[config.mk]
export PLATFORM = sky130hd
export DESIGN_NAME = pdm_edge_demux
export DESIGN_NICKNAME = d
export VERILOG_FILES = /design/src/rtl/pdm_demux_pkg.sv /design/src/rtl/pdm_clk_gen.sv /design/src/rtl/pdm_line_capture.sv /design/src/rtl/pdm_chan_route.sv /design/src/rtl/pdm_edge_demux.sv
export SDC_FILE = /design/constraint.sdc
export NUM_CORES = 1
export LEC_CHECK = 0
export CORE_ASPECT_RATIO = 0.5
export CORE_UTILIZATION = 40
export DETAILED_ROUTE_END_ITERATION = 12
export DONT_BUFFER_PORTS = 1
export PLACE_DENSITY = 0.6
export SLEW_MARGIN = 20
export SYNTH_ARGS = -nofsm -noshare
export SYNTH_HDL_FRONTEND = slang
export SYNTH_SLANG_ARGS = --single-unit
[constraint.sdc]
create_clock -name clk -period 4.5 [get_ports clk]
set_clock_uncertainty 0.1 [all_clocks]
set_input_delay 0.9 -clock clk [delete_from_list [all_inputs] [get_ports clk]]
set_output_delay 0.9 -clock clk [all_outputs]
set_load 0.02 [all_outputs]
[src/rtl/pdm_demux_pkg.sv]
package pdm_demux_pkg;

  // Both captures of one data line over one PDM period.
  typedef struct packed {
    logic rise_bit;  // value held during the low phase, captured at the rising edge
    logic fall_bit;  // value held during the high phase, captured at the falling edge
  } edge_pair_t;

  function automatic int sel_width(input int lines);
    return (lines > 1) ? $clog2(lines) : 1;
  endfunction

endpackage

[src/rtl/pdm_clk_gen.sv]
module pdm_clk_gen #(
  parameter int DIV_W = 8
) (
  input  logic             clk,
  input  logic             rst,
  input  logic             run,
  input  logic [DIV_W-1:0] half_div,
  output logic             pdm_clk,
  output logic             rise_evt,
  output logic             fall_evt
);

  logic [DIV_W-1:0] cnt;
  logic [DIV_W-1:0] limit;

  always_comb begin
    limit = (half_div == '0) ? DIV_W'(1) : half_div;
  end

  always_ff @(posedge clk) begin
    if (rst || !run) begin
      cnt      <= '0;
      pdm_clk  <= 1'b0;
      rise_evt <= 1'b0;
      fall_evt <= 1'b0;
    end else begin
      rise_evt <= 1'b0;
      fall_evt <= 1'b0;
      if (cnt == limit - DIV_W'(1)) begin
        cnt      <= '0;
        pdm_clk  <= ~pdm_clk;
        rise_evt <= ~pdm_clk;
        fall_evt <= pdm_clk;
      end else begin
        cnt <= cnt + DIV_W'(1);
      end
    end
  end

  // stopping silences the clock and its edge events on the next cycle
  p_idle_quiet_r8: assert property (@(posedge clk) disable iff (rst)
    !run |=> (!pdm_clk && !rise_evt && !fall_evt));

  // the clock only moves together with an edge event
  p_clk_moves_with_event_r2: assert property (@(posedge clk) disable iff (rst)
    (run && $past(run) && !rise_evt && !fall_evt) |-> $stable(pdm_clk));

endmodule

[src/rtl/pdm_line_capture.sv]
module pdm_line_capture
  import pdm_demux_pkg::*;
#(
  parameter int SYNC_STAGES = 2
) (
  input  logic       clk,
  input  logic       rst,
  input  logic       run,
  input  logic       rise_evt,
  input  logic       fall_evt,
  input  logic       pin,
  output edge_pair_t pair,
  output logic       pair_v
);

  logic [SYNC_STAGES-1:0] sync_q;
  logic                   line_s;
  logic                   fall_hold;
  logic                   have_fall;

  always_ff @(posedge clk) begin
    if (rst) sync_q <= '0;
    else     sync_q <= {sync_q[SYNC_STAGES-2:0], pin};
  end

  assign line_s = sync_q[SYNC_STAGES-1];

  always_ff @(posedge clk) begin
    if (rst || !run) begin
      have_fall <= 1'b0;
      fall_hold <= 1'b0;
      pair_v    <= 1'b0;
      pair      <= '0;
    end else begin
      pair_v <= 1'b0;
      if (fall_evt) begin
        fall_hold <= line_s;
        have_fall <= 1'b1;
      end
      if (rise_evt) begin
        pair_v        <= have_fall;
        pair.rise_bit <= line_s;
        pair.fall_bit <= fall_hold;
      end
    end
  end

  // a pair is only ever presented after a rising edge event
  p_pair_after_rise_r6: assert property (@(posedge clk) disable iff (rst)
    pair_v |-> $past(rise_evt));

  // a pair needs a falling capture since the clock started
  p_pair_needs_fall_r9: assert property (@(posedge clk) disable iff (rst)
    (rise_evt && !have_fall) |=> !pair_v);

endmodule

[src/rtl/pdm_chan_route.sv]
module pdm_chan_route
  import pdm_demux_pkg::*;
#(
  parameter int N_CH    = 4,
  parameter int N_LINES = 2,
  parameter int LW      = 1
) (
  input  logic                     clk,
  input  logic                     rst,
  input  edge_pair_t [N_LINES-1:0] pairs,
  input  logic [N_LINES-1:0]       pair_v,
  input  logic [N_CH-1:0]          ch_enable,
  input  logic [N_CH-1:0]          edge_sel,
  input  logic [N_CH*LW-1:0]       line_sel,
  output logic [N_CH-1:0]          ch_bit,
  output logic [N_CH-1:0]          ch_valid
);

  for (genvar i = 0; i < N_CH; i++) begin : g_ch
    logic [LW-1:0] idx;
    logic          src_v;
    logic          src_b;
    logic          v_q;
    logic          b_q;

    assign idx = line_sel[i*LW +: LW];

    always_comb begin
      src_v = 1'b0;
      src_b = 1'b0;
      for (int l = 0; l < N_LINES; l++) begin
        if (idx == LW'(l)) begin
          src_v = pair_v[l];
          src_b = edge_sel[i] ? pairs[l].fall_bit : pairs[l].rise_bit;
        end
      end
    end

    always_ff @(posedge clk) begin
      if (rst) begin
        v_q <= 1'b0;
        b_q <= 1'b0;
      end else begin
        v_q <= src_v & ch_enable[i];
        if (src_v && ch_enable[i]) b_q <= src_b;
      end
    end

    assign ch_valid[i] = v_q;
    assign ch_bit[i]   = b_q;

    // a strobe requires the channel enable in the previous cycle
    p_gate_r7: assert property (@(posedge clk) disable iff (rst)
      ch_valid[i] |-> $past(ch_enable[i]));

    // a strobe comes from the pair of the selected line
    p_source_line_r5: assert property (@(posedge clk) disable iff (rst)
      ch_valid[i] |-> $past(src_v));
  end

endmodule

[src/rtl/pdm_edge_demux.sv]
module pdm_edge_demux
  import pdm_demux_pkg::*;
#(
  parameter int N_CH        = 4,
  parameter int N_LINES     = 2,
  parameter int DIV_W       = 8,
  parameter int SYNC_STAGES = 2,
  localparam int LW         = sel_width(N_LINES)
) (
  input  logic                 clk,
  input  logic                 rst,
  input  logic [DIV_W-1:0]     half_div,
  input  logic [N_CH-1:0]      ch_enable,
  input  logic [N_CH-1:0]      edge_sel,
  input  logic [N_CH*LW-1:0]   line_sel,
  input  logic [N_LINES-1:0]   pdm_data_i,
  output logic                 pdm_clk_o,
  output logic [N_CH-1:0]      ch_bit_o,
  output logic [N_CH-1:0]      ch_valid_o
);

  logic                     run;
  logic                     rise_evt;
  logic                     fall_evt;
  edge_pair_t [N_LINES-1:0] pairs;
  logic [N_LINES-1:0]       pair_v;

  assign run = |ch_enable;

  pdm_clk_gen #(.DIV_W(DIV_W)) u_clk (
    .clk      (clk),
    .rst      (rst),
    .run      (run),
    .half_div (half_div),
    .pdm_clk  (pdm_clk_o),
    .rise_evt (rise_evt),
    .fall_evt (fall_evt)
  );

  for (genvar l = 0; l < N_LINES; l++) begin : g_line
    pdm_line_capture #(.SYNC_STAGES(SYNC_STAGES)) u_cap (
      .clk      (clk),
      .rst      (rst),
      .run      (run),
      .rise_evt (rise_evt),
      .fall_evt (fall_evt),
      .pin      (pdm_data_i[l]),
      .pair     (pairs[l]),
      .pair_v   (pair_v[l])
    );
  end

  pdm_chan_route #(.N_CH(N_CH), .N_LINES(N_LINES), .LW(LW)) u_route (
    .clk       (clk),
    .rst       (rst),
    .pairs     (pairs),
    .pair_v    (pair_v),
    .ch_enable (ch_enable),
    .edge_sel  (edge_sel),
    .line_sel  (line_sel),
    .ch_bit    (ch_bit_o),
    .ch_valid  (ch_valid_o)
  );

  // reset keeps the clock low and every strobe low
  p_reset_quiet_r1: assert property (@(posedge clk)
    $past(rst) |-> (!pdm_clk_o && ch_valid_o == '0));

  // two idle cycles leave no strobe in flight
  p_idle_no_strobe_r8: assert property (@(posedge clk) disable iff (rst)
    ($past(!run) && $past(!run, 2)) |-> (ch_valid_o == '0));

  // one strobe per PDM period, so never two cycles in a row
  for (genvar i = 0; i < N_CH; i++) begin : g_chk
    p_single_strobe_r6: assert property (@(posedge clk) disable iff (rst)
      ch_valid_o[i] |=> !ch_valid_o[i]);
  end

endmodule

==> key figures <==
Power and ir drop
  – LEAKAGE: 0.582 nW
  – PwrDens: 371 mW/mm²
  – Peak VDD IR: 0.166 mV

Finish
  – Multi-input logic area: 785 µm²
  – Syn-to-layout area delta: 5.71%
  – Layout cells sized above 1: 12.1%
  – Layout net count: 182
  – Commonest non-fill, non-tap cell in the layout: dfxtp_1
  – Area occupied by registers: 621 µm²
  – Ant. Diodes: 0
  – Fillers: 376
  – Post-route insts no fill: 208
  – Fin util: 45.3%
  – Most frequent cells in the layout: dfxtp_1 (31), nor2_1 (23), nand2_1 (11)

Clock tree
  – Hold_buf cts: 0
  – Root Driver: clkbuf_8
  – Clock Latency Late Sink: 0.27 ns
  – Clk slew on worst S/H paths: 0.06 ns
  – CTS tree: built
  – H-tree levels: 2
  – CTS resizes: 0
  – Total CTS buffers: 5
  – Clk sinks: 31
  – Setup bufs post-CTS: 0
  – Worst-case clock buffer depth: 2

Worst setup path
  – Crit end category: flop
  – Worst-path fanout max: 6
  – Worst endpoint data arrival time: 3.22 ns
  – Required @ worst endpoint: 4.56 ns
  – Worst Path Class, Setup: input port to flop
  – Worst setup SP type: input port

Route
  – Post-DR vias/cell: 5.10
  – Drt pass-1 iters: 4
  – Via count: 1060
  – WL per Instance: 12.5 µm
  – Drt total wl: 2600 µm
  – Post-route DRC: 0
  – Routed Antenna Nets: 0
  – DR iter-0 viols: 25

Yosys
  – Synth Area in Compound Gates: 7.70%
  – XOR/XNOR Fraction of Synth Area: 8.11%
  – Synth Cell Area: 0.00151 mm²
  – Post-synthesis mux area share: 11.6%
  – Warnings, synthesis: 0
  – Synth Net Count: 190
  – Main combinational cell family by area after synthesis: simple AND/OR/NAND/NOR gates
  – Post-synth EDFFs: 0
  – Post-synthesis sequential area ratio: 41.1%
  – Adder-Cell Fraction of Synth Area: 1.66%
  – Mapped Avg Cell Area: 9.22 µm²
  – Ys flop type: dfxtp_1
  – Gate Count Post-Synth: 164
  – Post-synthesis simple-gate area fraction: 22.8%
  – Flops & latches, synth: 31
  – Async S/R FF share, synth: 0%
  – Unique masters post-synth: 35

Die
  – Placement Rows: 15
  – Die X: 88.9 µm
  – CORE AREA: 0.00353 mm²
  – Num ports: 33
  – Die height: 45.5 µm
  – Full die area: 0.00404 mm²
  – Initial Util: 42.8%

Timing
  – Headroom to the max-slew limit: 63.9%
  – Setup TNS Final: 0 ns
  – Final hold vios: 0
  – Final setup fails: 0
  – RSZ-0062 raised after global routing: no
  – Final period utilization: 70.1%
  – Worst-margin pin slew: 0.536 ns
  – Final min period: 3.16 ns
  – Final Slew Violations: 0
  – FMAX: 0.317 GHz

Min path
  – Hold Crit Class: flop to flop

GRT
  – Initial antenna violation count: 0
  – Global-route wire length before repair: 4020 µm
  – Vias in the first global route: 915
  – GR Overflow Total: 0
  – Largest net degree at the start of global routing: 13
  – GRT Util Overall: 13.6%

Placement
  – PortBufs: 0
  – RePlAce Congestion: 0.735
  – HPWL after DPL: 2010 µm
  – Cells after DPL: 200

Status
  – Status: completed

Run
  – Max Cap Violations: 0
[path summary, 6_finish.rpt]
| kind | to | slack (ns) | start | cells after the start |
|---|---|---|---|---|
| worst max register to register | u_clk.pdm_clk$_SDFFE_PP0N_ | 2.23 | u_clk.cnt[2]$_SDFF_PP0_ | 6 |
| worst max-delay path | u_clk.pdm_clk$_SDFFE_PP0N_ | 1.34 | half_div[3] | 9 |
| worst min register to register | g_line[1].u_cap.sync_q[1]$_SDFF_PP0_ | 0.34 | g_line[1].u_cap.sync_q[0]$_SDFF_PP0_ | 1 |
| worst min-delay path | g_line[1].u_cap.sync_q[1]$_SDFF_PP0_ | 0.34 | g_line[1].u_cap.sync_q[0]$_SDFF_PP0_ | 1 |
[area by class of cell]
cell class | count | share of cell area (%)
multi-input combinational | 115 | 49.1
sequential | 31 | 38.8
clock buffer | 6 | 5.17
tap | 51 | 3.99
clock inverter | 2 | 2.19
inverter | 3 | 0.705
[registers in the layout, summed over array words and instances (netlist names), 2 cells and up]
register	count
g_line.u_cap.fall_hold	2
g_line.u_cap.pair	4
g_line.u_cap.sync_q	4
u_clk.cnt	8
u_route.g_ch.b_q	4
u_route.g_ch.v_q	4
[worst max-delay path, stage by stage]
cell and delay [ns]:
nor4_1 0.50, a31oi_1 0.17, ha_1 0.26, and2b_2 0.21, a32oi_1 0.18, nand3b_1 0.11, a2111oi_2 0.39, nand3_2 0.19
mux2_4 0.32
[kinds of logic after synthesis]
| group | after synthesis |
|---|---|
| mux | 12 |
| compound gates | 18 |
| buf+inv | 18 |
| xor+xnor | 14 |
| flops | 31 |
| simple gates | 69 |
| fa+ha+maj | 2 |
[where the power goes]
| part | internal, W | switching [W] | total (W) |
|---|---|---|---|
| registers | 0.000279 | 0.00000558 | 0.000284 |
| clock network | 0.000179 | 0.0000985 | 0.000278 |
| logic | 0.0000158 | 0.0000152 | 0.0000309 |
| total | 0.000474 | 0.000119 | 0.000593 |
[cells in the mapped netlist (4+ instances only)]
| cell type | count | share of area [%] |
|---|---|---|
| o21ai_0 | 4 | 1.3 |
| clkbuf_1 | 5 | 1.2 |
| nand2_1 | 11 | 2.7 |
| nor2b_1 | 5 | 2.1 |
| dfxtp_1 | 31 | 41 |
| mux2i_1 | 7 | 4.6 |
| nor2_1 | 23 | 5.7 |
| a21oi_1 | 8 | 2.6 |
| nand3_1 | 10 | 3.3 |
| and2_1 | 4 | 1.7 |
| xnor2_1 | 4 | 2.3 |
| xor2_1 | 10 | 5.8 |
| mux4_2 | 4 | 6.0 |
| buf_4 | 8 | 4.0 |
[stage by stage]
| stage | worst slack (ns) | hold WS, ns | area [µm²] | power [W] |
|---|---|---|---|---|
| floorplan | 1.30 | 0.314 | 1510 | 0.000319 |
| global route | 1.16 | 0.357 | 1600 | 0.000616 |
| global placement | 1.12 | 0.321 | 1480 | 0.000322 |
| finish | 1.34 | 0.338 | 1600 | 0.000593 |
| detailed placement | 1.07 | 0.330 | 1480 | 0.000322 |
| CTS | 1.35 | 0.344 | 1600 | 0.000599 |
[layer usage]
layer / vias to the layer above / wire [µm] / track usage, %
met3: 2 / 178 / 4.35
met2: 39 / 1070 / 21.4
met4: 0 / 8 / 3.81
met1: 479 / 1350 / 18.4
li1: 540 / - / -
met5: - / 0 / 0
No activity file was read; power rests on OpenSTA's default activity.
